**src/rtl/fp_err_guard_pkg.sv**
```systemverilog
`timescale 1ns/1ps
package fp_err_guard_pkg;
  // Strobes from control to datapath
  typedef struct packed {
    logic evalStb;    // an operation is being judged this cycle
    logic wrMaskLen;  // load a new mask count
    logic countSup;   // a masked-only error was seen
  } guardStrobes_t;
endpackage

```
**src/rtl/fp_err_guard_dp.sv**
```systemverilog
`timescale 1ns/1ps
module fp_err_guard_dp
  import fp_err_guard_pkg::*;
#(
  parameter int FRAC_W = 23,
  parameter int EXP_W  = 8,
  parameter int TAG_W  = 4,
  parameter int CNT_W  = 16,
  parameter int CFG_W  = 32
) (
  input  logic                       clk,
  input  logic                       rst_n,
  input  guardStrobes_t              strobes,
  input  logic                       resApprox,
  input  logic [TAG_W-1:0]           resTag,
  input  logic [FRAC_W+EXP_W:0]      errFlags,
  input  logic                       cfgAddr,
  input  logic [CFG_W-1:0]           cfgWdata,
  output logic                       anyErr,
  output logic                       keepErr,
  output logic [CFG_W-1:0]           cfgRdata,
  output logic [TAG_W-1:0]           replayTag
);
  localparam int WORD_W = FRAC_W + EXP_W + 1;
  localparam int N_W    = $clog2(FRAC_W + 1);
  localparam int HDR_W  = WORD_W - FRAC_W;

  logic [N_W-1:0]    maskLen;
  logic [CNT_W-1:0]  supCnt;
  logic [FRAC_W-1:0] lowMask;
  logic [WORD_W-1:0] keepVec;
  logic [N_W-1:0]    wrLen;

  // Thermometer code: fraction bit i is masked when i < maskLen
  for (genvar i = 0; i < FRAC_W; i++) begin : g_therm
    assign lowMask[i] = (maskLen > N_W'(i));
  end

  assign keepVec = errFlags & ~{{HDR_W{1'b0}}, lowMask & {FRAC_W{resApprox}}};
  assign anyErr  = |errFlags;
  assign keepErr = |keepVec;

  assign wrLen = (cfgWdata > CFG_W'(FRAC_W)) ? N_W'(FRAC_W) : cfgWdata[N_W-1:0];

  always_ff @(posedge clk or negedge rst_n) begin
    if (!rst_n) begin
      maskLen   <= '0;
      supCnt    <= '0;
      replayTag <= '0;
    end else begin
      if (strobes.wrMaskLen) maskLen <= wrLen;
      if (strobes.countSup && supCnt != {CNT_W{1'b1}}) supCnt <= supCnt + 1'b1;
      if (strobes.evalStb) replayTag <= resTag;
    end
  end

  always_comb begin
    if (cfgAddr) cfgRdata = CFG_W'(supCnt);
    else         cfgRdata = CFG_W'(maskLen);
  end

  // stored count never exceeds the fraction width
  p_len_clamped_r6: assert property (@(posedge clk) disable iff (!rst_n)
    maskLen <= N_W'(FRAC_W));

  // counter only moves up by one
  p_cnt_step_r9: assert property (@(posedge clk) disable iff (!rst_n)
    !$stable(supCnt) |-> supCnt == $past(supCnt) + 1'b1);

  // header flags are never masked
  p_hdr_kept_r5: assert property (@(posedge clk) disable iff (!rst_n)
    (|errFlags[WORD_W-1:FRAC_W]) |-> keepErr);
endmodule

```
**src/rtl/fp_err_guard_ctl.sv**
```systemverilog
`timescale 1ns/1ps
module fp_err_guard_ctl
  import fp_err_guard_pkg::*;
(
  input  logic          clk,
  input  logic          rst_n,
  input  logic          resValid,
  input  logic          cfgWe,
  input  logic          cfgAddr,
  input  logic          anyErr,
  input  logic          keepErr,
  output guardStrobes_t strobes,
  output logic          replayReq
);
  always_comb begin
    strobes.evalStb   = resValid;
    strobes.wrMaskLen = cfgWe && !cfgAddr;
    strobes.countSup  = resValid && anyErr && !keepErr;
  end

  always_ff @(posedge clk or negedge rst_n) begin
    if (!rst_n) replayReq <= 1'b0;
    else        replayReq <= resValid && keepErr;
  end

  // a request always follows a strobe
  p_req_after_valid_r8: assert property (@(posedge clk) disable iff (!rst_n)
    replayReq |-> $past(resValid));

  // a suppressed count never coincides with a replay decision
  p_sup_excl_r9: assert property (@(posedge clk) disable iff (!rst_n)
    strobes.countSup |=> !replayReq);
endmodule

```
**src/rtl/fp_err_guard.sv**
```systemverilog
`timescale 1ns/1ps
module fp_err_guard
  import fp_err_guard_pkg::*;
#(
  parameter int TAG_W = 4,
  parameter int CNT_W = 16,
  parameter int CFG_W = 32
) (
  input  logic             clk,
  input  logic             rst_n,
  input  logic             resValid,
  input  logic             resApprox,
  input  logic [TAG_W-1:0] resTag,
  input  logic [31:0]      errFlags,
  input  logic             cfgWe,
  input  logic             cfgAddr,
  input  logic [CFG_W-1:0] cfgWdata,
  output logic [CFG_W-1:0] cfgRdata,
  output logic             replayReq,
  output logic [TAG_W-1:0] replayTag
);
  localparam int FRAC_W = 23;
  localparam int EXP_W  = 8;

  guardStrobes_t strobes;
  logic anyErr, keepErr;

  fp_err_guard_ctl u_ctl (
    .clk(clk), .rst_n(rst_n), .resValid(resValid), .cfgWe(cfgWe),
    .cfgAddr(cfgAddr), .anyErr(anyErr), .keepErr(keepErr),
    .strobes(strobes), .replayReq(replayReq)
  );

  fp_err_guard_dp #(
    .FRAC_W(FRAC_W), .EXP_W(EXP_W), .TAG_W(TAG_W), .CNT_W(CNT_W), .CFG_W(CFG_W)
  ) u_dp (
    .clk(clk), .rst_n(rst_n), .strobes(strobes), .resApprox(resApprox),
    .resTag(resTag), .errFlags(errFlags), .cfgAddr(cfgAddr), .cfgWdata(cfgWdata),
    .anyErr(anyErr), .keepErr(keepErr), .cfgRdata(cfgRdata), .replayTag(replayTag)
  );

  // accurate mode replays on any flag
  p_accurate_replay_r2: assert property (@(posedge clk) disable iff (!rst_n)
    resValid && !resApprox && (|errFlags) |=> replayReq);

  // sign or exponent flag replays in either mode
  p_hdr_replay_r5: assert property (@(posedge clk) disable iff (!rst_n)
    resValid && (|errFlags[31:23]) |=> replayReq);

  // request carries the strobed tag
  p_tag_follows_r8: assert property (@(posedge clk) disable iff (!rst_n)
    resValid |=> replayTag == $past(resTag));

  // clean results never replay
  p_clean_quiet_r8: assert property (@(posedge clk) disable iff (!rst_n)
    resValid && errFlags == 32'd0 |=> !replayReq);
endmodule

```
**config.mk**
```make
export PLATFORM = sky130hd
export DESIGN_NAME = fp_err_guard
export DESIGN_NICKNAME = d
export VERILOG_FILES = /design/src/rtl/fp_err_guard_pkg.sv /design/src/rtl/fp_err_guard_dp.sv /design/src/rtl/fp_err_guard_ctl.sv /design/src/rtl/fp_err_guard.sv
export SDC_FILE = /design/constraint.sdc
export NUM_CORES = 1
export LEC_CHECK = 0
export ABC_CLOCK_PERIOD_IN_PS = 6500
export BUFFER_PORTS_ARGS = -buffer_cell sky130_fd_sc_hd__buf_2
export CAP_MARGIN = 20
export CORE_MARGIN = 1.5
export CORE_UTILIZATION = 47
export DETAILED_ROUTE_END_ITERATION = 10
export PLACE_DENSITY_LB_ADDON = 0.1
export SLEW_MARGIN = 20
export SYNTH_ARGS = -nofsm -noshare
export SYNTH_HDL_FRONTEND = slang
export SYNTH_HIERARCHICAL = 1
export SYNTH_SLANG_ARGS = --single-unit
```
**constraint.sdc**
```tcl
create_clock -name clk -period 6.5 [get_ports clk]
set_input_delay 0.325 -clock clk [delete_from_list [all_inputs] [get_ports clk]]
set_output_delay 0.325 -clock clk [all_outputs]
set_load 0.02 [all_outputs]
```
==> summary.md, run 1 <==
| Metric | Value |
|---|---|
| Run status | complete, no violations |
| EDFF count, synth | 0 |
| Last weighted congestion value of the routability-driven placer | 0.943 |
| Proportion of layout cells with a drive suffix above 1 | 0.378 |
| Register area share after synthesis | 0.338 |
| Max FO, Critical Path | 15 |
| Final-report hold violation count | 0 |
| Port bufs | 94 |
| Number of filler cells placed in the layout | 383 |
| TritonCTS clock tree | built |
| Number of iterations in the first detailed-routing pass | 5 |
| Post-Synthesis Cells | between 200 and 250 |
| Number of global-route vias before repair | about 1700 |
| Share of async-settable or async-resettable flops after synthesis | 1.00 |
| Worst slew margin relative to its limit | 0.608 |
| Max Clock Freq | between 200 and 300 MHz |
| Die span in y | approximately 67 um |
| Cell-by-cell listing of the critical path | and2_2, o21ai_0, a221oi_1, o2111ai_1, or4_1, and3b_1, and2_1, and4_1, nor2b_1, nand4_1, xnor2_1 |
| Final Routed Wirelength | 4720 um |
| Global-route wire length before repair | around 7500 um |
| CP endpoint kind | flop |
| Max-cap violation count | 0 |
| Highest cell delay on the worst timing path | 0.61 ns |
| Sum Neg Setup Slack | 0 ns |
| Cts hold-fix bufs | 0 |
| Critical Path Source | u_dp/maskLen[2]$_DFFE_PN0P_ |
| Average routed wire per standard cell | approximately 13 um |
| Mapped cell area | around 0.0019 mm^2 |
| Number of buffers on the longest clock path | 2 |
| Initial antenna violation count | 0 |
| Horizontal die dimension | roughly 67 um |
| # IOs | 111 |
| Main area contributors after synthesis | dfrtp_1, buf_4, mux2_2 |
| Post-CTS setup-driven buffer insertion count | 0 |
| Total Die Area | between 0.004 and 0.005 mm^2 |
| Final hold slack | between 0.03 and 0.04 ns |
| Number of clock buffers inserted by TritonCTS | 3 |
| Power density of the placed cells | about 150 mW/mm^2 |
| Cell types with the highest counts after synthesis | dfrtp_1, buf_4, nand2_1, nor2_1, and2_1 |
| Hold crit path type | input port to async pin |
| Half-perimeter wire length after placement | 3740 um |
| CP Class | flop to flop |
| Count of distinct cell types in the synthesized netlist | between 50 and 60 |
| Final setup skew | 0.00513 ns |
| N_diodes | 0 |
| Core Rows | 23 |
| Placeable Area | between 0.003 and 0.004 mm^2 |
| Number of setup violations in the final report | 0 |
| Final period demand of the worst path | 3.34 ns |
| Overall Global Routing Usage | 0.220 |
| Total global routing overflow | 0 |
| Starting density of the core | 0.485 |
| Worst Setup Start Kind | flop |
| Clk pin slew, worst setup/hold paths | approximately 0.090 ns |
| Average vias per placed instance | about 5.2 |
| Yosys Warn Count | 6 |
| Reg-to-reg startpoint | u_dp/maskLen[2]$_DFFE_PN0P_ |
| Final Max Tran Viols | 0 |
| Dominant cell type by area after synthesis | dfrtp_1 |
| Max stage delay cell, worst path | dfrtp_1 |
| Number of levels in the clock H-tree | 1 |
| Proportion of netlist area held by the largest area contributor | 0.338 |
| Net count of the finished layout | around 380 |
| Endpoint arrival time on the critical path | 3.51 ns |
| Cell at the root of the clock tree | clkbuf_8 |
| Antenna violation net count after detailed routing | 0 |
| Number of clock sinks | 26 |
| DRC violation count after routing | 0 |
| Count of buffer and inverter cells on the critical path | 0 |
| Worst slew pin tran | around 0.6 ns |
| Register bit count reported by yosys | 26 |
| Data required time of the critical path | 6.67 ns |
| Prevailing post-synth register cell | dfrtp_1 |
| Starting DRT DRC Count | ~200 |
| Cell with the most instances after synthesis | dfrtp_1 |
| Peak ir drop on the vdd network | between 0.0001 and 0.00015 V |
| Synthesis-to-finish area growth | 25.1% |
| # resized after CTS | 0 |
| Crit path max-delay family | simple AND/OR/NAND/NOR gates |
| Largest net degree at the start of global routing | 27 |
| Leakage power total | between 1 and 1.5 nW |
| Fraction of the cycle the final worst path needs | 0.514 |
| Insertion delay of the later-clocked pin in the worst-skew pair | around 0.27 ns |
| Unrepaired setup endpoints after global routing | false |
| Mean post-synth cell area | about 9 um^2 |
| Vias | around 1900 |
-- where the power goes --
part | internal, W | switching, W
Combinational | 0.0000268 | 0.0000361
Clock | 0.0000825 | 0.0000529
Sequential | 0.000164 | 0.00000116
-- flip-flops by register name (all words and copies together) (netlist names) --
signal           flops
u_ctl/replayReq      1
u_dp/maskLen         5
u_dp/replayTag       4
u_dp/supCnt         16
-- layout make-up --
| cell class | instances | area (um^2) | share of cell area |
|---|---|---|---|
| multi-input cells | 174 | 1120 | 0.465 |
| clock inverters | 1 | 30.0 | 0.0125 |
| repair buffers | 94 | 470 | 0.195 |
| well taps | 50 | 62.6 | 0.0260 |
| clock buffers | 3 | 41.3 | 0.0172 |
| inverters | 9 | 33.8 | 0.0140 |
| flip-flops and latches | 26 | 651 | 0.270 |
-- stage by stage --
step / power (W) / cell area [um^2] / util / worst slack, ns / std cells
finish: 0.000364 / 2410 / 0.606 / 3.16 / 357
global route: 0.000382 / 2410 / 0.606 / 2.95 / 357
CTS: 0.000367 / 2410 / 0.606 / 3.22 / 357
detailed placement: 0.000232 / 2340 / 0.588 / 3.25 / 353
global placement: 0.000231 / 2340 / 0.588 / 3.38 / 353
floorplan: 0.000205 / 1980 / - / 3.72 / 234
-- kinds of logic after synthesis --
family                     count (synthesis)  share of synthesized area
xor gates and xnor gates                  11                     0.0501
other                                      1                    0.00195
buffers and inverters                     34                      0.110
and+or+nand+nor                           95                      0.272
muxes                                      9                     0.0520
DFF                                       26                      0.338
adders and majority gates                  3                     0.0176
AOI/OAI and AO/OA                         40                      0.159
-- worst paths after layout --
| path | endpoint | depth (start not counted) | slack [ns] |
|---|---|---|---|
| max | u_dp/supCnt[10]$_DFFE_PN0P_ | 11 | 3.16 |
| min | u_dp/replayTag[3]$_DFFE_PN0P_ | 1 | 0.04 |
| max reg2reg | u_dp/supCnt[10]$_DFFE_PN0P_ | 11 | 3.16 |
| min reg2reg | u_dp/replayTag[3]$_DFFE_PN0P_ | 1 | 0.51 |
| max in group asynchronous | u_dp/supCnt[4]$_DFFE_PN0P_ | 1 | 6.07 |
| min in group clk | u_dp/maskLen[1]$_DFFE_PN0P_ | 3 | 0.27 |
-- cells in the final DEF, fill, tap and decap left out, types with 5 or more instances in the layout --
master and count:
buf_2 94, dfrtp_1 26, nand2_1 17, conb_1 16, nor2_1 14, and2_1 12
o21ai_0 11, nand3_1 10, xnor2_1 9, inv_1 9, nor4_1 9, a21oi_1 8
mux2_2 8, nand4_1 6, nor3_1 5
-- routing by layer --
metal	track usage	share of wire	vias to the layer above
li1	-	-	939
met1	0.286	0.43	836
met2	0.365	0.47	75
met3	0.0253	0.071	13
met4	0.0969	0.026	0
met5	0	0	-
(Power assumes the default switching activity.)
==> run 2, diff against run 1 <==
Settings changed: ABC_CLOCK_PERIOD_IN_PS 6500 to 3250, CORE_UTILIZATION 47 to 44.
Clock period 6.5 ns to 3.25 ns, I/O delays scaled along.
==> run 2 against run 1 <==
Net effect: die area up 6.5%; via count up 1.4%; combinational power up 99%; flip-flop and latch count unchanged; register-to-register slack worse by 2.9 ns; sequential share of layout area about the same; routed wire length down 4.2%; non-clock buffer count up 5; total power up 73%; clock power up 27%; largest power group unchanged.
==> summary.md, run 2 (same netlist as run 1, synthesis figures left out) <==
| Metric | Value |
|---|---|
| Run status | complete, no violations |
| Unrepaired setup endpoints after global routing | false |
| Worst slew pin tran | 0.583 ns |
| Max FO, Critical Path | 10 |
| Highest cell delay on the worst timing path | between 0.5 and 0.6 ns |
| Horizontal die dimension | roughly 69 um |
| Max FFs per register | 16 |
| Final hold slack | 0.119 ns |
| Commonest cells after routing, fill and taps aside | buf_2, dfrtp_1, nand2_1, conb_1, nor2_1 |
| # IOs | between 100 and 150 |
| Max-cap violation count | 0 |
| Insertion delay of the later-clocked pin in the worst-skew pair | ~0.26 ns |
| Half-perimeter wire length after placement | about 3700 um |
| Leakage power total | 1.19 nW |
| Port bufs | 94 |
| Post-Place Cell Area | 0.00237 mm^2 |
| Hold crit path type | input port to flop |
| Placeable Area | ~0.0041 mm^2 |
| Number of clock sinks | 26 |
| Final-report hold violation count | 0 |
| Registers with the most flip-flops | u_dp/supCnt x16, u_dp/maskLen x5, u_dp/replayTag x4 |
| Worst Setup Start Kind | flop |
| Clk pin slew, worst setup/hold paths | roughly 0.08 ns |
| Number of iterations in the first detailed-routing pass | 4 |
| Post-route design area | around 0.0024 mm^2 |
| Number of setup violations in the final report | 0 |
| Overall Global Routing Usage | 0.192 |
| Starting density of the core | 0.468 |
| Synthesis-to-finish area growth | 26.1% |
| Final period demand of the worst path | 2.99 ns |
| Final setup skew | 0.00314 ns |
| Peak ir drop on the vdd network | roughly 0.00018 V |
| Post-CTS setup-driven buffer insertion count | 0 |
| Proportion of layout cells with a drive suffix above 1 | 0.402 |
| Non-Filler Instances | ~360 |
| Largest net degree at the start of global routing | 27 |
| Vias | around 1900 |
| Cell at the root of the clock tree | clkbuf_8 |
| CP endpoint kind | flop |
| Starting DRT DRC Count | 111 |
| Sum of internal, switching and leakage power | ~0.00063 W |
| Final Max Tran Viols | 0 |
| Total global routing overflow | 0 |
| Cell-by-cell listing of the critical path | and2_2, o21ai_0, a221oi_1, o2111ai_1, or4_1, and3b_1, and2_1, and4_1, nor2b_2, nand4_1, xnor2_1 |
| Worst slew margin relative to its limit | 0.611 |
| Global-route wire length before repair | slightly below 8000 um |
| Average routed wire per standard cell | about 13 um |
| Final Routed Wirelength | 4520 um |
| Sum Neg Setup Slack | 0 ns |
| Max Clock Freq | between 300 and 400 MHz |
| CP Class | flop to flop |
| DRC violation count after routing | 0 |
| Endpoint arrival time on the critical path | between 3 and 4 ns |
| Average vias per placed instance | 5.23 |
| Net count of the finished layout | ~390 |
| Die span in y | approximately 69 um |
| Total Die Area | 0.00478 mm^2 |
| Fraction of the cycle the final worst path needs | 0.919 |
| Power density of the placed cells | approximately 260 mW/mm^2 |
| Number of clock buffers inserted by TritonCTS | 3 |
| TritonCTS clock tree | built |
| Data required time of the critical path | ~3.4 ns |
| Number of levels in the clock H-tree | 1 |
| Max stage delay cell, worst path | or4_1 |
| Initial antenna violation count | 0 |
| Number of global-route vias before repair | roughly 1700 |
| Placed cell count | around 360 |
| Multi-input gate area in the final layout | 0.00112 mm^2 |
| Core Rows | 23 |
| Sequential cell area | about 660 um^2 |
| Last weighted congestion value of the routability-driven placer | ~0.84 |
| Commonest non-fill, non-tap cell in the layout | buf_2 |
| Number of filler cells placed in the layout | between 300 and 400 |
| N_diodes | 0 |
| Number of buffers on the longest clock path | 2 |
| Register containing the most flip-flops in the final layout | u_dp/supCnt |
| Antenna violation net count after detailed routing | 0 |
## run 2: per-layer routing
| metal | global-route usage | vias to the layer above | wire length, um |
|---|---|---|---|
| met5 | 0 | - | 0 |
| met4 | 0.0458 | 0 | 42 |
| met3 | 0.0336 | 4 | 283 |
| met2 | 0.323 | 68 | 2150 |
| met1 | 0.257 | 868 | 2040 |
| li1 | - | 949 | - |
## run 2: area by class of cell
| type | instances | share of cell area |
|---|---|---|
| Clock buffer | 3 | 0.0170 |
| Inverter | 9 | 0.0139 |
| Multi-Input combinational cell | 174 | 0.462 |
| Sequential cell | 26 | 0.271 |
| Tap cell | 50 | 0.0258 |
| Timing Repair Buffer | 99 | 0.210 |
## run 2: power breakdown
group / internal [W] / switching [W] / leakage [nW]
clock: 0.0000828 / 0.0000895 / 0.0216
combinational: 0.0000543 / 0.0000705 / 0.842
sequential: 0.000329 / 0.00000198 / 0.328
## run 2: worst max-delay path, delay by kind of cell (launching register included)
family          cells  cell delay [ns]
compound gates      3             0.52
simple gates        7             1.78
flops               1             0.45
xor+xnor            1             0.14
## run 2: final timing paths
kind / end / slack (ns) / start / cells past startpoint
max in group asynchronous: u_dp/maskLen[0]$_DFFE_PN0P_ / 2.40 / rst_n / 2
worst min register to register: u_dp/replayTag[2]$_DFFE_PN0P_ / 0.51 / u_dp/replayTag[2]$_DFFE_PN0P_ / 1
min in group asynchronous: u_dp/maskLen[1]$_DFFE_PN0P_ / 0.43 / rst_n / 2
worst min-delay path: u_dp/maskLen[0]$_DFFE_PN0P_ / 0.12 / cfgWdata[0] / 3
worst max register to register: u_dp/supCnt[10]$_DFFE_PN0P_ / 0.26 / u_dp/maskLen[2]$_DFFE_PN0P_ / 11
worst max-delay path: u_dp/supCnt[10]$_DFFE_PN0P_ / 0.26 / u_dp/maskLen[2]$_DFFE_PN0P_ / 11
## run 2: metrics by stage
| step | utilization | setup WS, ns |
|---|---|---|
| floorplan | - | 0.473 |
| global placement | 0.575 | 0.208 |
| detailed placement | 0.575 | 0.157 |
| CTS | 0.587 | 0.131 |
| global route | 0.590 | 0.0518 |
| finish | 0.590 | 0.265 |
## run 2: timing repair
item / 4_1_cts / 5_1_grt
resized for setup: 0 / 6
setup endpoints to repair: 0 / 4
hold buffers: 1 / 0
endpoints found under the hold margin: 26 / 0
